==> src/rtl/pcgc_pkg.sv <==
package pcgc_pkg;

  typedef enum logic [1:0] {
    SRC_NAT   = 2'd0,
    SRC_PERM  = 2'd1,
    SRC_MERGE = 2'd2
  } out_src_e;

  typedef struct packed {
    logic     load;
    logic     selPerm;
    logic     wrNat;
    logic     wrPerm;
    logic     wrMerge;
    logic     latchOut;
    out_src_e outSrc;
  } strobe_t;

  // Forward map of the interleaver: position i of the permuted view
  function automatic int permSrc(input int i, input int mult, input int add, input int k);
    return (mult * i + add) % k;
  endfunction

  // Inverse map, found by search (evaluated at elaboration)
  function automatic int permInv(input int i, input int mult, input int add, input int k);
    int res;
    res = 0;
    for (int n = 0; n < k; n++) begin
      if (((mult * n + add) % k) == i) res = n;
    end
    return res;
  endfunction

endpackage

==> src/rtl/pcgc_flip_core.sv <==
module pcgc_flip_core #(
  parameter int K    = 16,
  parameter int TAP1 = 1,
  parameter int TAP2 = 3
) (
  input  logic [K-1:0] msgIn,
  input  logic [K-1:0] parIn,
  output logic [K-1:0] msgOut,
  output logic [K-1:0] parOut,
  output logic         synZero
);

  localparam int COL_W   = 3;
  localparam int FLIP_AT = COL_W / 2 + 1;

  logic [K-1:0] syn;
  logic [K-1:0] flipMsg;
  logic [K-1:0] flipPar;

  generate
    for (genvar j = 0; j < K; j++) begin : g_check
      localparam int A = (j + TAP1) % K;
      localparam int B = (j + TAP2) % K;
      assign syn[j] = msgIn[j] ^ msgIn[A] ^ msgIn[B] ^ parIn[j];
    end

    for (genvar i = 0; i < K; i++) begin : g_msgbit
      localparam int C1 = (i - TAP1 + K) % K;
      localparam int C2 = (i - TAP2 + K) % K;
      logic [1:0] failCnt;
      assign failCnt    = 2'(syn[i]) + 2'(syn[C1]) + 2'(syn[C2]);
      assign flipMsg[i] = (failCnt >= 2'(FLIP_AT));
    end

    for (genvar j = 0; j < K; j++) begin : g_parbit
      localparam int A = (j + TAP1) % K;
      localparam int B = (j + TAP2) % K;
      assign flipPar[j] = syn[j] & ~(flipMsg[j] | flipMsg[A] | flipMsg[B]);
    end
  endgenerate

  assign msgOut  = msgIn ^ flipMsg;
  assign parOut  = parIn ^ flipPar;
  assign synZero = (syn == '0);

endmodule

==> src/rtl/pcgc_datapath.sv <==
module pcgc_datapath
  import pcgc_pkg::*;
#(
  parameter int K        = 16,
  parameter int TAP1     = 1,
  parameter int TAP2     = 3,
  parameter int ILV_MULT = 5,
  parameter int ILV_ADD  = 3
) (
  input  logic         clk,
  input  logic         rst,
  input  logic [3*K-1:0] rxWord,
  input  strobe_t      strb,
  output logic         synZero,
  output logic [K-1:0] decodedMsg
);

  logic [K-1:0] chanMsg;
  logic [K-1:0] natMsg, natPar;
  logic [K-1:0] permMsg, permPar;
  logic [K-1:0] ilvMsg, deilvMsg;
  logic [K-1:0] coreMsgIn, coreParIn, coreMsgOut, coreParOut;
  logic [K-1:0] mergedMsg;

  generate
    for (genvar i = 0; i < K; i++) begin : g_ilv
      localparam int SRC = permSrc(i, ILV_MULT, ILV_ADD, K);
      localparam int INV = permInv(i, ILV_MULT, ILV_ADD, K);
      assign ilvMsg[i]   = permMsg[SRC];
      assign deilvMsg[i] = coreMsgOut[INV];
    end
  endgenerate

  always_comb begin
    if (strb.selPerm) begin
      coreMsgIn = ilvMsg;
      coreParIn = permPar;
    end else begin
      coreMsgIn = natMsg;
      coreParIn = natPar;
    end
  end

  pcgc_flip_core #(.K(K), .TAP1(TAP1), .TAP2(TAP2)) u_core (
    .msgIn  (coreMsgIn),
    .parIn  (coreParIn),
    .msgOut (coreMsgOut),
    .parOut (coreParOut),
    .synZero(synZero)
  );

  assign mergedMsg = (chanMsg & natMsg) | (chanMsg & permMsg) | (natMsg & permMsg);

  always_ff @(posedge clk) begin
    if (rst) begin
      chanMsg <= '0;
      natMsg  <= '0;
      natPar  <= '0;
      permMsg <= '0;
      permPar <= '0;
    end else if (strb.load) begin
      chanMsg <= rxWord[K-1:0];
      natMsg  <= rxWord[K-1:0];
      natPar  <= rxWord[2*K-1:K];
      permMsg <= rxWord[K-1:0];
      permPar <= rxWord[3*K-1:2*K];
    end else if (strb.wrNat) begin
      natMsg <= coreMsgOut;
      natPar <= coreParOut;
    end else if (strb.wrPerm) begin
      permMsg <= deilvMsg;
      permPar <= coreParOut;
    end else if (strb.wrMerge) begin
      natMsg  <= mergedMsg;
      permMsg <= mergedMsg;
    end
  end

  always_ff @(posedge clk) begin
    if (rst) begin
      decodedMsg <= '0;
    end else if (strb.latchOut) begin
      case (strb.outSrc)
        SRC_NAT:  decodedMsg <= natMsg;
        SRC_PERM: decodedMsg <= permMsg;
        default:  decodedMsg <= mergedMsg;
      endcase
    end
  end

  AST_CHAN_HOLD: assert property (@(posedge clk) disable iff (rst)
    !strb.load |=> $stable(chanMsg)) else $error("channel copy changed");
  AST_PARA_HOLD: assert property (@(posedge clk) disable iff (rst)
    strb.wrPerm |=> $stable(natPar)) else $error("parity A touched in step 2");
  AST_PARB_HOLD: assert property (@(posedge clk) disable iff (rst)
    strb.wrNat |=> $stable(permPar)) else $error("parity B touched in step 1");
  AST_MERGE_SYNC: assert property (@(posedge clk) disable iff (rst)
    strb.wrMerge |=> (natMsg == permMsg)) else $error("banks differ after merge");

endmodule

==> src/rtl/pcgc_ctrl.sv <==
module pcgc_ctrl
  import pcgc_pkg::*;
#(
  parameter int MAX_SUPER = 8,
  parameter int ITER_W    = $clog2(MAX_SUPER + 1)
) (
  input  logic              clk,
  input  logic              rst,
  input  logic              start,
  input  logic              synZero,
  output strobe_t           strb,
  output logic              done,
  output logic              success,
  output logic [ITER_W-1:0] superIters
);

  typedef enum logic [1:0] {
    ST_IDLE  = 2'd0,
    ST_NAT   = 2'd1,
    ST_PERM  = 2'd2,
    ST_MERGE = 2'd3
  } state_e;

  state_e            state, stateNext;
  logic [ITER_W-1:0] iterCnt;
  logic              lastMerge;
  logic              finish, finishOk;

  assign lastMerge = (iterCnt == ITER_W'(MAX_SUPER - 1));

  always_comb begin
    strb      = '0;
    stateNext = state;
    finish    = 1'b0;
    finishOk  = 1'b0;
    unique case (state)
      ST_IDLE: begin
        if (start) begin
          strb.load = 1'b1;
          stateNext = ST_NAT;
        end
      end
      ST_NAT: begin
        if (synZero) begin
          strb.latchOut = 1'b1;
          strb.outSrc   = SRC_NAT;
          finish        = 1'b1;
          finishOk      = 1'b1;
          stateNext     = ST_IDLE;
        end else begin
          strb.wrNat = 1'b1;
          stateNext  = ST_PERM;
        end
      end
      ST_PERM: begin
        strb.selPerm = 1'b1;
        if (synZero) begin
          strb.latchOut = 1'b1;
          strb.outSrc   = SRC_PERM;
          finish        = 1'b1;
          finishOk      = 1'b1;
          stateNext     = ST_IDLE;
        end else begin
          strb.wrPerm = 1'b1;
          stateNext   = ST_MERGE;
        end
      end
      ST_MERGE: begin
        strb.wrMerge = 1'b1;
        if (lastMerge) begin
          strb.latchOut = 1'b1;
          strb.outSrc   = SRC_MERGE;
          finish        = 1'b1;
          stateNext     = ST_IDLE;
        end else begin
          stateNext = ST_NAT;
        end
      end
      default: stateNext = ST_IDLE;
    endcase
  end

  always_ff @(posedge clk) begin
    if (rst) begin
      state      <= ST_IDLE;
      iterCnt    <= '0;
      done       <= 1'b0;
      success    <= 1'b0;
      superIters <= '0;
    end else begin
      state <= stateNext;
      done  <= finish;
      if (strb.load) begin
        iterCnt <= '0;
      end else if (strb.wrMerge) begin
        iterCnt <= iterCnt + 1'b1;
      end
      if (finish) begin
        success    <= finishOk;
        superIters <= strb.wrMerge ? iterCnt + 1'b1 : iterCnt;
      end
    end
  end

  AST_DONE_PULSE: assert property (@(posedge clk) disable iff (rst)
    done |=> !done) else $error("done longer than one cycle");
  AST_PERM_AFTER_NAT: assert property (@(posedge clk) disable iff (rst)
    (state == ST_PERM) |-> ($past(state) == ST_NAT)) else $error("step order broken");
  AST_MERGE_AFTER_PERM: assert property (@(posedge clk) disable iff (rst)
    (state == ST_MERGE) |-> ($past(state) == ST_PERM)) else $error("merge out of order");
  AST_OK_NEEDS_ZERO: assert property (@(posedge clk) disable iff (rst)
    (done && success) |-> $past(synZero)) else $error("success without zero syndrome");
  AST_FAIL_AT_LIMIT: assert property (@(posedge clk) disable iff (rst)
    (done && !success) |-> (superIters == ITER_W'(MAX_SUPER))) else $error("early give-up");
  AST_BUSY_IGNORES_START: assert property (@(posedge clk) disable iff (rst)
    (start && state != ST_IDLE) |-> !strb.load) else $error("reload while busy");

endmodule

==> src/rtl/pcgc_bf_decoder.sv <==
module pcgc_bf_decoder
  import pcgc_pkg::*;
#(
  parameter int MSG_W     = 16,
  parameter int TAP1      = 1,
  parameter int TAP2      = 3,
  parameter int ILV_MULT  = 5,
  parameter int ILV_ADD   = 3,
  parameter int MAX_SUPER = 8,
  parameter int ITER_W    = $clog2(MAX_SUPER + 1)
) (
  input  logic               clk,
  input  logic               rst,
  input  logic               start,
  input  logic [3*MSG_W-1:0] rxWord,
  output logic               done,
  output logic               success,
  output logic [MSG_W-1:0]   message,
  output logic [ITER_W-1:0]  superIters
);

  strobe_t strb;
  logic    synZero;

  pcgc_ctrl #(.MAX_SUPER(MAX_SUPER), .ITER_W(ITER_W)) u_ctrl (
    .clk       (clk),
    .rst       (rst),
    .start     (start),
    .synZero   (synZero),
    .strb      (strb),
    .done      (done),
    .success   (success),
    .superIters(superIters)
  );

  pcgc_datapath #(
    .K(MSG_W), .TAP1(TAP1), .TAP2(TAP2), .ILV_MULT(ILV_MULT), .ILV_ADD(ILV_ADD)
  ) u_dp (
    .clk       (clk),
    .rst       (rst),
    .rxWord    (rxWord),
    .strb      (strb),
    .synZero   (synZero),
    .decodedMsg(message)
  );

endmodule

==> config.mk <==
export PLATFORM = sky130hd
export DESIGN_NAME = pcgc_bf_decoder
export DESIGN_NICKNAME = d
export VERILOG_FILES = /design/src/rtl/pcgc_pkg.sv /design/src/rtl/pcgc_flip_core.sv /design/src/rtl/pcgc_datapath.sv /design/src/rtl/pcgc_ctrl.sv /design/src/rtl/pcgc_bf_decoder.sv
export SDC_FILE = /design/constraint.sdc
export NUM_CORES = 1
export LEC_CHECK = 0
export BUFFER_PORTS_ARGS = -buffer_cell sky130_fd_sc_hd__buf_2
export CAP_MARGIN = 5
export CORE_MARGIN = 8
export CORE_UTILIZATION = 58
export CTS_BUF_LIST = sky130_fd_sc_hd__clkbuf_2 sky130_fd_sc_hd__clkbuf_4 sky130_fd_sc_hd__clkbuf_8
export CTS_CLUSTER_DIAMETER = 100
export DETAILED_ROUTE_END_ITERATION = 16
export PLACE_DENSITY = 0.88
export SLEW_MARGIN = 10
export SYNTH_ARGS = -nofsm -noshare
export SYNTH_HDL_FRONTEND = slang
export SYNTH_SLANG_ARGS = --single-unit
==> constraint.sdc <==
create_clock -name clk -period 3.75 [get_ports clk]
set_input_delay 0.9375 -clock clk [delete_from_list [all_inputs] [get_ports clk]]
set_output_delay 0.9375 -clock clk [all_outputs]
set_load 0.01 [all_outputs]
# Word level (Yosys, flattened, before mapping)
# Index checks and enable logic that the tools add are counted.
[word_totals]
regBits = 108
in_bits = 51
output_inout_bits = 22
word_cells = 235
[op_classes]
n_addsub = 33
order_cmp = 16
n_eq_ne = 8
muxes = 36
bitwise = 119
reduce_logical = 12
[ops]
columns = ["operator", "n"]
rows = [
  ["2-to-1 mux 16 bit", 14],
  ["AND 16 bit", 3],
  ["bitwise XOR 1 bit", 48],
  ["adder 1 x 1 -> 2 bit", 16],
  ["adder 2 x 1 -> 2 bit", 16],
  [">= comparator 2 bit (second input constant)", 16],
  ["bitwise OR 1 bit", 32],
  ["bitwise OR 16 bit", 2],
  ["one-hot mux 16 bit (2 select lines)", 1],
  ["bitwise XOR 16 bit", 2],
  ["AND 1 bit", 16],
  ["logical NOT 16 bit", 1],
  ["NOT 1 bit", 16],
  ["2-to-1 mux 1 bit", 11],
  ["2-to-1 mux 3 bit", 3],
  ["one-hot mux 3 bit (3 select lines)", 1],
  ["one-hot mux 2 bit (4 select lines)", 1],
  ["2-to-1 mux 2 bit", 3],
  ["AND reduction 2 bit", 3],
  ["nonzero test 3 bit", 2],
  ["adder 4 x 1 -> 4 bit (second input constant)", 1],
  ["equality test 2 x 1 -> 1 bit (second input constant)", 2],
  ["equality test 2 bit (second input constant)", 2],
  ["equality test 4 x 3 -> 1 bit (second input constant)", 1],
  ["8 further kinds", 11],
]

# Longest topological paths before layout
# Gate-level depths: netlist of the first run.
[logic_depth]
ltp_word = 17
depth_mapped = 16
ltp_nobuf = 13

# Hierarchy
# A second synthesis of the first run with hierarchy kept.
[hier_totals]
cells_unflattened = 852
hier_area_um2 = 7797.5
[by_module_without_submodules]
columns = ["module", "instances", "cells_per_inst", "area_each_um2", "seq_area_each_um2"]
rows = [
  ["pcgc_datapath", 1, 604, 5236.3, 1921.8],
  ["pcgc_flip_core", 1, 177, 1908.1, 0.0],
  ["pcgc_ctrl", 1, 71, 653.1, 240.2],
]

# Least setup slack after synthesis of the first run
# Ideal clock, no wire load.
[synth_timing]
path_type = "flip-flop to flip-flop"
start = "register u_ctrl.state[0]"
end = "register u_dp.permPar[13]"
setup_ns = 0.070
t_arrival_ns = 3.082
slack_ns = 0.597
stages_incl_launch_ff = 14
path_cell_list = "dfxtp_1 inv_1 ha_1 buf_4 buf_2 mux2i_1 xor3_1 inv_1 ha_1 a21oi_1 nand3_1 a211oi_1 a22oi_1 a21oi_1"
[synth_between]
elab_chain_cells = 17
elab_cells_between_ends = 79
[synth_lines]
columns = ["item", "line_no", "source"]
rows = [
  ["start: declaration", "pcgc_ctrl.sv:24", "state_e state, stateNext;"],
  ["start signal: assignment", "pcgc_ctrl.sv:91", "state <= stateNext;"],
  ["equality test 2 bit", "pcgc_ctrl.sv:36", "unique case (state)"],
  ["2-to-1 mux 1 bit", "pcgc_ctrl.sv:36", ""],
  ["2-to-1 mux 16 bit", "pcgc_datapath.sv:35", "if (strb.selPerm) begin"],
  ["bitwise XOR 1 bit (3 in a row)", "pcgc_flip_core.sv:24", "assign syn[j] = msgIn[j] ^ msgIn[A] ^ msgIn[B] ^ parIn[j];"],
  ["adder 1 x 1 -> 2 bit", "pcgc_flip_core.sv:31", "assign failCnt = 2'(syn[i]) + 2'(syn[C1]) + 2'(syn[C2]);"],
  ["adder 2 x 1 -> 2 bit", "pcgc_flip_core.sv:31", ""],
  [">= comparator 2 bit", "pcgc_flip_core.sv:32", "assign flipMsg[i] = (failCnt >= 2'(FLIP_AT));"],
  ["bitwise OR 1 bit (2 in a row)", "pcgc_flip_core.sv:38", "assign flipPar[j] = syn[j] & ~(flipMsg[j] | flipMsg[A] | flipMsg[B]);"],
  ["NOT 1 bit", "pcgc_flip_core.sv:38", ""],
  ["AND 1 bit", "pcgc_flip_core.sv:38", ""],
  ["bitwise XOR 16 bit", "pcgc_flip_core.sv:43", "assign parOut = parIn ^ flipPar;"],
  ["2-to-1 mux 16 bit", "pcgc_datapath.sv:70", "end else if (strb.wrPerm) begin"],
  ["2-to-1 mux 16 bit", "pcgc_datapath.sv:67", "end else if (strb.wrNat) begin"],
  ["2-to-1 mux 16 bit", "pcgc_datapath.sv:61", "end else if (strb.load) begin"],
  ["end signal: assignment", "pcgc_datapath.sv:66", "permPar <= rxWord[3*K-1:2*K];"],
  ["end signal: assignment", "pcgc_datapath.sv:72", "permPar <= coreParOut;"],
  ["end: declaration", "pcgc_datapath.sv:20", "logic [K-1:0] permMsg, permPar;"],
]
# Parallel ways exist; a longest one is shown, timed or not. The select of a mux whose other input is x is not followed.
# A chain may end at the register's enable or synchronous reset.

# Final worst setup path of the first run
[layout_timing]
start = "register u_ctrl.state[0]"
end = "register u_dp.permMsg[6]"
[layout_between]
elab_chain_cells = 13
elab_cells_between_ends = 71
[layout_lines]
columns = ["item", "line_no", "source"]
rows = [
  ["equality test 2 bit", "pcgc_ctrl.sv:36", ""],
  ["2-to-1 mux 1 bit", "pcgc_ctrl.sv:36", ""],
  ["2-to-1 mux 16 bit", "pcgc_datapath.sv:35", ""],
  ["bitwise XOR 1 bit (3 in a row)", "pcgc_flip_core.sv:24", ""],
  ["adder 1 x 1 -> 2 bit", "pcgc_flip_core.sv:31", ""],
  ["adder 2 x 1 -> 2 bit", "pcgc_flip_core.sv:31", ""],
  [">= comparator 2 bit", "pcgc_flip_core.sv:32", ""],
  ["bitwise XOR 16 bit", "pcgc_flip_core.sv:42", "assign msgOut = msgIn ^ flipMsg;"],
  ["2-to-1 mux 16 bit", "pcgc_datapath.sv:70", ""],
  ["2-to-1 mux 16 bit", "pcgc_datapath.sv:67", ""],
  ["2-to-1 mux 16 bit", "pcgc_datapath.sv:61", ""],
  ["end signal: assignment", "pcgc_datapath.sv:65", "permMsg <= rxWord[K-1:0];"],
  ["end signal: assignment", "pcgc_datapath.sv:71", "permMsg <= deilvMsg;"],
  ["end signal: assignment", "pcgc_datapath.sv:75", "permMsg <= mergedMsg;"],
  ["end: declaration", "pcgc_datapath.sv:20", ""],
]
# Parallel ways exist; a longest one is shown, timed or not. The select of a mux whose other input is x is not followed.

==> results of run 1 <==
power breakdown:
part	internal, mW	switching (mW)
combinational	1.96	2.49
clock	0.307	0.423
sequential	1.29	0.219
total	3.55	3.13
cell usage in the layout, fill, tap and decap left out, types with 5 or more instances in the layout:
master and n:
sky130_fd_sc_hd__buf_4 56, sky130_fd_sc_hd__nor3_1 8, sky130_fd_sc_hd__ha_1 17, sky130_fd_sc_hd__a22oi_1 34
sky130_fd_sc_hd__dfxtp_1 108, sky130_fd_sc_hd__xnor3_1 30, sky130_fd_sc_hd__buf_2 72, sky130_fd_sc_hd__a211oi_1 9
sky130_fd_sc_hd__a22o_1 11, sky130_fd_sc_hd__o32ai_1 16, sky130_fd_sc_hd__a31oi_1 15, sky130_fd_sc_hd__xor2_1 13
sky130_fd_sc_hd__a311oi_1 5, sky130_fd_sc_hd__a21oi_1 93, sky130_fd_sc_hd__o21ai_1 11, sky130_fd_sc_hd__o21ai_0 28
sky130_fd_sc_hd__inv_1 26, sky130_fd_sc_hd__clkbuf_8 9, sky130_fd_sc_hd__nand3_1 25, sky130_fd_sc_hd__xnor2_1 45
sky130_fd_sc_hd__mux2i_1 61, sky130_fd_sc_hd__maj3_1 5, sky130_fd_sc_hd__o211ai_1 15, sky130_fd_sc_hd__nor2_1 52
sky130_fd_sc_hd__nand2_1 104
cell usage after synthesis, drive strengths merged (3+ instances only):
cell | instances | area, sq um
inv | 27 | 104
xnor3 | 30 | 676
or3 | 4 | 25.0
and2 | 3 | 18.8
nand4 | 4 | 25.0
a22o | 11 | 96.3
a31oi | 15 | 93.8
xor3 | 3 | 71.3
xnor2 | 45 | 394
a311oi | 9 | 104
nand2b | 3 | 18.8
nand3 | 26 | 135
mux2i | 64 | 657
ha | 18 | 225
nand2 | 105 | 394
o32ai | 16 | 140
o21ai | 40 | 204
a211oi | 11 | 92.6
o211ai | 17 | 138
o211a | 4 | 40.0
a41oi | 3 | 26.3
a21oi | 95 | 483
nor3 | 10 | 60.1
dfxtp | 108 | 2160
clkbuf | 32 | 120
maj3 | 5 | 50.1
xor2 | 13 | 114
nor2 | 55 | 214
a22oi | 34 | 255
buf | 51 | 303
nor4 | 4 | 55.1
timing repair:
item / CTS / global route
endpoints found under the setup margin: 0 / 3
buffers inserted: 0 / 0
resized for setup: 0 / 3
critical path: cells and delay by family, from the launching register on:
kind / cells / cell delay [ns]
AO/OA/AOI/OAI: 3 / 0.61
XOR/XNOR: 1 / 0.31
adder cells (fa/ha/maj): 1 / 0.23
buffers and inverters: 3 / 0.70
flip-flops: 1 / 0.35
multiplexers: 1 / 0.35
AND/OR/NAND/NOR: 3 / 0.90
path summary, 6_finish.rpt:
kind,start,to,slack [ns]
worst max-delay path,u_ctrl.state[0]$_SDFFE_PP0P_,u_dp.permMsg[6]$_SDFFE_PP0P_,0.24
worst min-delay path,u_dp.decodedMsg[2]$_SDFFE_PP0P_,u_dp.decodedMsg[2]$_SDFFE_PP0P_,0.46
worst max register to register,u_ctrl.state[0]$_SDFFE_PP0P_,u_dp.permMsg[6]$_SDFFE_PP0P_,0.24
worst min register to register,u_dp.decodedMsg[2]$_SDFFE_PP0P_,u_dp.decodedMsg[2]$_SDFFE_PP0P_,0.46
final cells by class:
cell class / count / area [sq um]
Clock inverter: 5 / 63.8
Clock buffer: 9 / 124
Inverter: 27 / 104
Tap cell: 176 / 220
Sequential cell: 108 / 2160
Fill cell: 1085 / 4600
Multi-Input combinational cell: 667 / 5010
Timing Repair Buffer: 129 / 801
kinds of logic after synthesis:
group	synth area share, %
adder cells (fa/ha/maj)	3.59
AND/OR/NAND/NOR	13.0
XOR/XNOR	16.4
buffers and inverters	6.87
multiplexers	8.71
AO/OA/AOI/OAI	23.3
flip-flops	28.2
routing by layer:
metal  vias to the layer above  part of all wire, %
met5                         -                    0
met4                         0                  2.4
met3                        60                  9.9
met2                       355                   46
met1                      3341                   41
li1                       3306                    -
sequential cells by signal, summed over array words and instances, names as in the netlist:
name               cells
u_ctrl.done            1
u_ctrl.iterCnt         4
u_ctrl.state           2
u_ctrl.success         1
u_ctrl.superIters      4
u_dp.chanMsg          16
u_dp.decodedMsg       16
u_dp.natMsg           16
u_dp.natPar           16
u_dp.permMsg          16
u_dp.permPar          16
==> impl_metrics.toml, run 1 <==
[placement]
detailedPlace.worstSlack_ns = 0.307
detailed_place.area_sq_um = 8280
place.detailed.hpwl_um = 16600
gpl.final_weighted_congestion = 1.01
placedCellCount = 1107
buffer_ports.inserted = 72

[sta]
setup_tns_ns = 0
setup_violations = 0
timing.final.crit_period_ns = 3.51
rsz0062_at_grt = "false"
final.setup.worst_slack_ns = 0.239
peak_freq_mhz = 285
finalHoldViolations = 0
worst_hold_slack_ns = 0.457
timing.final.max_slew_violations = 0
worst_pin_slew_ns = 0.844
clock-skew-final_ns = 0.0156
timing.slew.headroom_pct = 43.7
finalCritPeriodShare_pct = 93.6

[route]
drt_iter0_markers = 951
route.detailed.wl_per_inst_um = 19.9
drc_errors = 0
antenna_left = 0
wl_um = 22300
number_of_vias_after_detailed_routing = 7062
routed_via_density = 6.30
dr.pass1.iters = 7

[cells_and_area]
drive_above_1_share_pct = 18.5
num_antenna_cells = 0
final_cell_area_sq_um = 8480
finish.net_count = 1011
syn2layout_area_growth_pct = 10.6
layout.core_utilization_pct = 64.8
final-instance-count-excl-fill = 1121

[worst_hold_path]
worstHoldPathCells = 2
hold_path_class = "flop to flop"

[global_routing]
grt.overflow.total = 0
grt_most_used_layer = "met2"
grt_max_degree = 52
grt_antenna_before_repair = 0
number_of_global_route_vias_before_repair = 6795
grtUsageMet2_pct = 42.6
gr-usage-all-layers_pct = 26.7
use_met1_pct = 34.5
grtUsageMet3_pct = 6.29
grt_first_pass_wirelength_um = 35800

[pwr]
final_total_power_mw = 6.69
powerDensity_nw_per_um2 = 789
max-vdd-ir-drop_mv = 0.652
power.leakage_nw = 3.28

[die]
die_width_um = 131
fp-row-count = 42
initial_core_util_pct = 58.6
fp.dieArea_sq_um = 17200
die-height_um = 131
io_pins = 73
core_region_area_sq_um = 13100

[critical_path]
setup.worst_path.end_class = "flop"
slowest_stage = "sky130_fd_sc_hd__or3_1"
max_stage_delay_ns = 0.41
startpoint_type = "flop"
critPathArrivalTime_ns = 3.86
critical_path_class = "flop to flop"
critPathMaxFanout = 18
path_cells = "inv_1 -> ha_2 -> buf_4 -> mux2i_1 -> xor2_1 -> nand2_1 -> or3_1 -> o21ai_1 -> a21oi_1 -> nor3_1 -> buf_4 -> a22o_1"
cpMostUsedCell = "sky130_fd_sc_hd__buf_4"
timing.reg2reg.worst_path_depth = 12
cp_data_required_time_ns = 4.10

[logic_synthesis]
postSynth.topFlopCell = "sky130_fd_sc_hd__dfxtp_1"
post_synth_inst_count = 885
postSynth.asyncResetShare_pct = 0
yosys_warnings = 0
ys_ff_latch = 108
netlist-cell-type-count = 65
ys_seq_area_share_pct = 28.2
postSynthNetCount = 954
synth_area_sq_um = 7670
avgSynthCellArea_sq_um = 8.67
synth-edff-count = 0

[cts]
cts-hold-fix-buffers = 0
h-tree-depth = 3
cts-root-buf = "sky130_fd_sc_hd__clkbuf_8"
worst_skew_pair.late_latency_ns = 0.40
cts-buffers-inserted = 9
clk_pin_slew_worst_paths_ns = 0.11
clock_tree.buffer_depth = 2
tritoncts = "built"
tritoncts_num_sinks = 108

[flow_run]
cap_violations = 0

[run_status]
status = "finished, final reports clean"
Note: power is estimated with default switching activity, not from simulation.
==> run 2: changes to the inputs <==
--- a/config.mk
+++ b/config.mk
@@ -12,7 +12,7 @@
 export CTS_BUF_LIST = sky130_fd_sc_hd__clkbuf_2 sky130_fd_sc_hd__clkbuf_4 sky130_fd_sc_hd__clkbuf_8
 export CTS_CLUSTER_DIAMETER = 100
 export DETAILED_ROUTE_END_ITERATION = 16
-export PLACE_DENSITY = 0.88
+export PLACE_DENSITY = 0.9
 export SLEW_MARGIN = 10
 export SYNTH_ARGS = -nofsm -noshare
 export SYNTH_HDL_FRONTEND = slang
==> impl_metrics.toml, run 2 (same netlist as run 1, synthesis figures left out) <==
[cells_and_area]
syn2layout_area_growth_pct = 10.0
num_antenna_cells = 0
area_taken_by_multi_input_logic_gates_sq_um = 5000
final_cell_mix = "108 x sky130_fd_sc_hd__dfxtp_1, 104 x sky130_fd_sc_hd__nand2_1, 93 x sky130_fd_sc_hd__a21oi_1"
layout.cells.most_common = "sky130_fd_sc_hd__dfxtp_1"
final_cell_area_sq_um = 8440
drive_above_1_share_pct = 18.0
layout.filler_cells = 1036
finish.net_count = 1006
sequential_cell_area_sq_um = 2160

[cts]
h-tree-depth = 3
worst_skew_pair.late_latency_ns = 0.41
cts-buffers-inserted = 9
cts-root-buf = "sky130_fd_sc_hd__clkbuf_8"
tritoncts_num_sinks = 108
tritoncts = "built"
clk_pin_slew_worst_paths_ns = 0.11
clock_tree.buffer_depth = 2
postCtsSetupRepairBufs = 0

[critical_path]
path_cells = "inv_1 -> ha_2 -> inv_4 -> mux2i_1 -> xnor2_1 -> nor4_4 -> o2111a_2 -> a21boi_4 -> nor2_2 -> nand4_1 -> a41oi_1"
cp-endpoint = "u_dp.natMsg[1]$_SDFFE_PP0P_"
launching_point_of_the_worst_reg2reg_path = "u_ctrl.state[0]$_SDFFE_PP0P_"
setup.worst_path.end_class = "flop"
r2r_setup_slack_ns = 0.23
setup.worst_path.start = "u_ctrl.state[0]$_SDFFE_PP0P_"
max_stage_delay_ns = 0.65
critPathArrivalTime_ns = 3.85
r2r-end = "u_dp.natMsg[1]$_SDFFE_PP0P_"
cp_data_required_time_ns = 4.08
startpoint_type = "flop"
critical_path_class = "flop to flop"
timing.reg2reg.worst_path_depth = 11
critPathMaxFanout = 17
slowest_stage = "sky130_fd_sc_hd__nor2_2"

[worst_hold_path]
hold_path_class = "flop to flop"
min-delay-start = "u_dp.decodedMsg[8]$_SDFFE_PP0P_"

[route]
dr.pass1.iters = 6
drc_errors = 0
drt_iter0_markers = 903
antenna_left = 0
wl_um = 22500
number_of_vias_after_detailed_routing = 7095
route.detailed.wl_per_inst_um = 20.1
routed_via_density = 6.36

[pwr]
max-vdd-ir-drop_mv = 0.573
power.leakage_nw = 3.27
powerDensity_nw_per_um2 = 802

[placement]
detailed_place.area_sq_um = 8230
gpl.final_weighted_congestion = 0.968
buffer_ports.inserted = 72
place.detailed.hpwl_um = 16500
detailedPlace.worstSlack_ns = 0.277

[die]
fp.dieArea_sq_um = 17200
initial_core_util_pct = 58.6
die_width_um = 131
fp-row-count = 42
core_region_area_sq_um = 13100
die-height_um = 131
io_pins = 73

[sta]
clock-skew-final_ns = 0.0193
timing.final.crit_period_ns = 3.52
setup_tns_ns = 0
finalCritPeriodShare_pct = 93.9
worst_hold_slack_ns = 0.458
finalHoldViolations = 0
final.setup.worst_slack_ns = 0.229
timing.slew.headroom_pct = 44.8
timing.final.max_slew_violations = 0
worst_pin_slew_ns = 0.827
setup_violations = 0
peak_freq_mhz = 284
rsz0062_at_grt = "false"

[global_routing]
gr-usage-all-layers_pct = 26.8
grt_max_degree = 53
grt.overflow.total = 0
number_of_global_route_vias_before_repair = 6836
grt_first_pass_wirelength_um = 35900
grt_antenna_before_repair = 0

[flow_run]
cap_violations = 0

[run_status]
status = "finished, final reports clean"
run 2: cell count changes in the layout (fill, tap and decap cells not counted), sizes merged:
cell | before | now
buf | 129 | 124
bufinv | 1 | 2
clkbuf | 9 | 10
clkinv | 2 | 1
clkinvlp | 1 | 0
run 2: worst max-delay path, delay by kind of cell, from the launching register on:
kind	cells	cell delay, ns
fa+ha+maj	1	0.23
buf+inv	2	0.34
simple gates	3	1.15
xor+xnor	1	0.26
compound gates	3	0.68
flops	1	0.37
mux	1	0.41
run 2: worst min-delay path by stage:
| stage | end | slack [ns] | depth (start not counted) |
|---|---|---|---|
| floorplan | u_dp.permPar[0]$_SDFFE_PP0P_ | 0.44 | 2 |
| detailed placement | u_dp.decodedMsg[4]$_SDFFE_PP0P_ | 0.44 | 2 |
| CTS | u_dp.decodedMsg[2]$_SDFFE_PP0P_ | 0.46 | 2 |
| finish | u_dp.decodedMsg[8]$_SDFFE_PP0P_ | 0.46 | 2 |
| global route | u_dp.decodedMsg[4]$_SDFFE_PP0P_ | 0.49 | 2 |
| global placement | u_dp.decodedMsg[12]$_SDFFE_PP0P_ | 0.44 | 2 |
run 2: final cells by class:
class	instances	area share [%]
Tap cell	176	2.61
Inverter	27	1.23
Clock inverter	4	0.875
Clock buffer	10	1.56
Sequential cell	108	25.6
Timing Repair Buffer	124	8.90
Multi-Input combinational cell	667	59.2
run 2: timing repair:
action,in CTS,in global routing
resized for setup,0,1
endpoints found under the setup margin,0,1
hold buffers,0,0
run 2: power breakdown:
group | leakage [nW] | switching, mW | internal [mW] | total (mW)
clock | 0.106 | 0.412 | 0.378 | 0.790
combinational | 2.28 | 2.56 | 1.92 | 4.48
sequential | 0.883 | 0.213 | 1.29 | 1.50
total | 3.27 | 3.18 | 3.58 | 6.77
run 2: metal layers:
| metal | global-route usage [%] | vias to the layer above | share of wire [%] | wire length, um |
|---|---|---|---|---|
| li1 | - | 3285 | - | - |
| met1 | 34.3 | 3303 | 41 | 9120 |
| met2 | 42.4 | 442 | 45 | 10100 |
| met3 | 6.29 | 65 | 11 | 2560 |
| met4 | 11.5 | 0 | 3.1 | 688 |
| met5 | 0 | - | 0 | 0 |
run 2: per-stage QoR:
stage | power (mW) | instances | util (%)
after floorplan | 4.55 | 885 | -
after global placement | 5.75 | 1102 | 62.9
after detailed placement | 5.84 | 1102 | 62.9
after CTS | 6.64 | 1116 | 64.5
after global routing | 7.17 | 1116 | 64.5
final | 6.77 | 1116 | 64.5
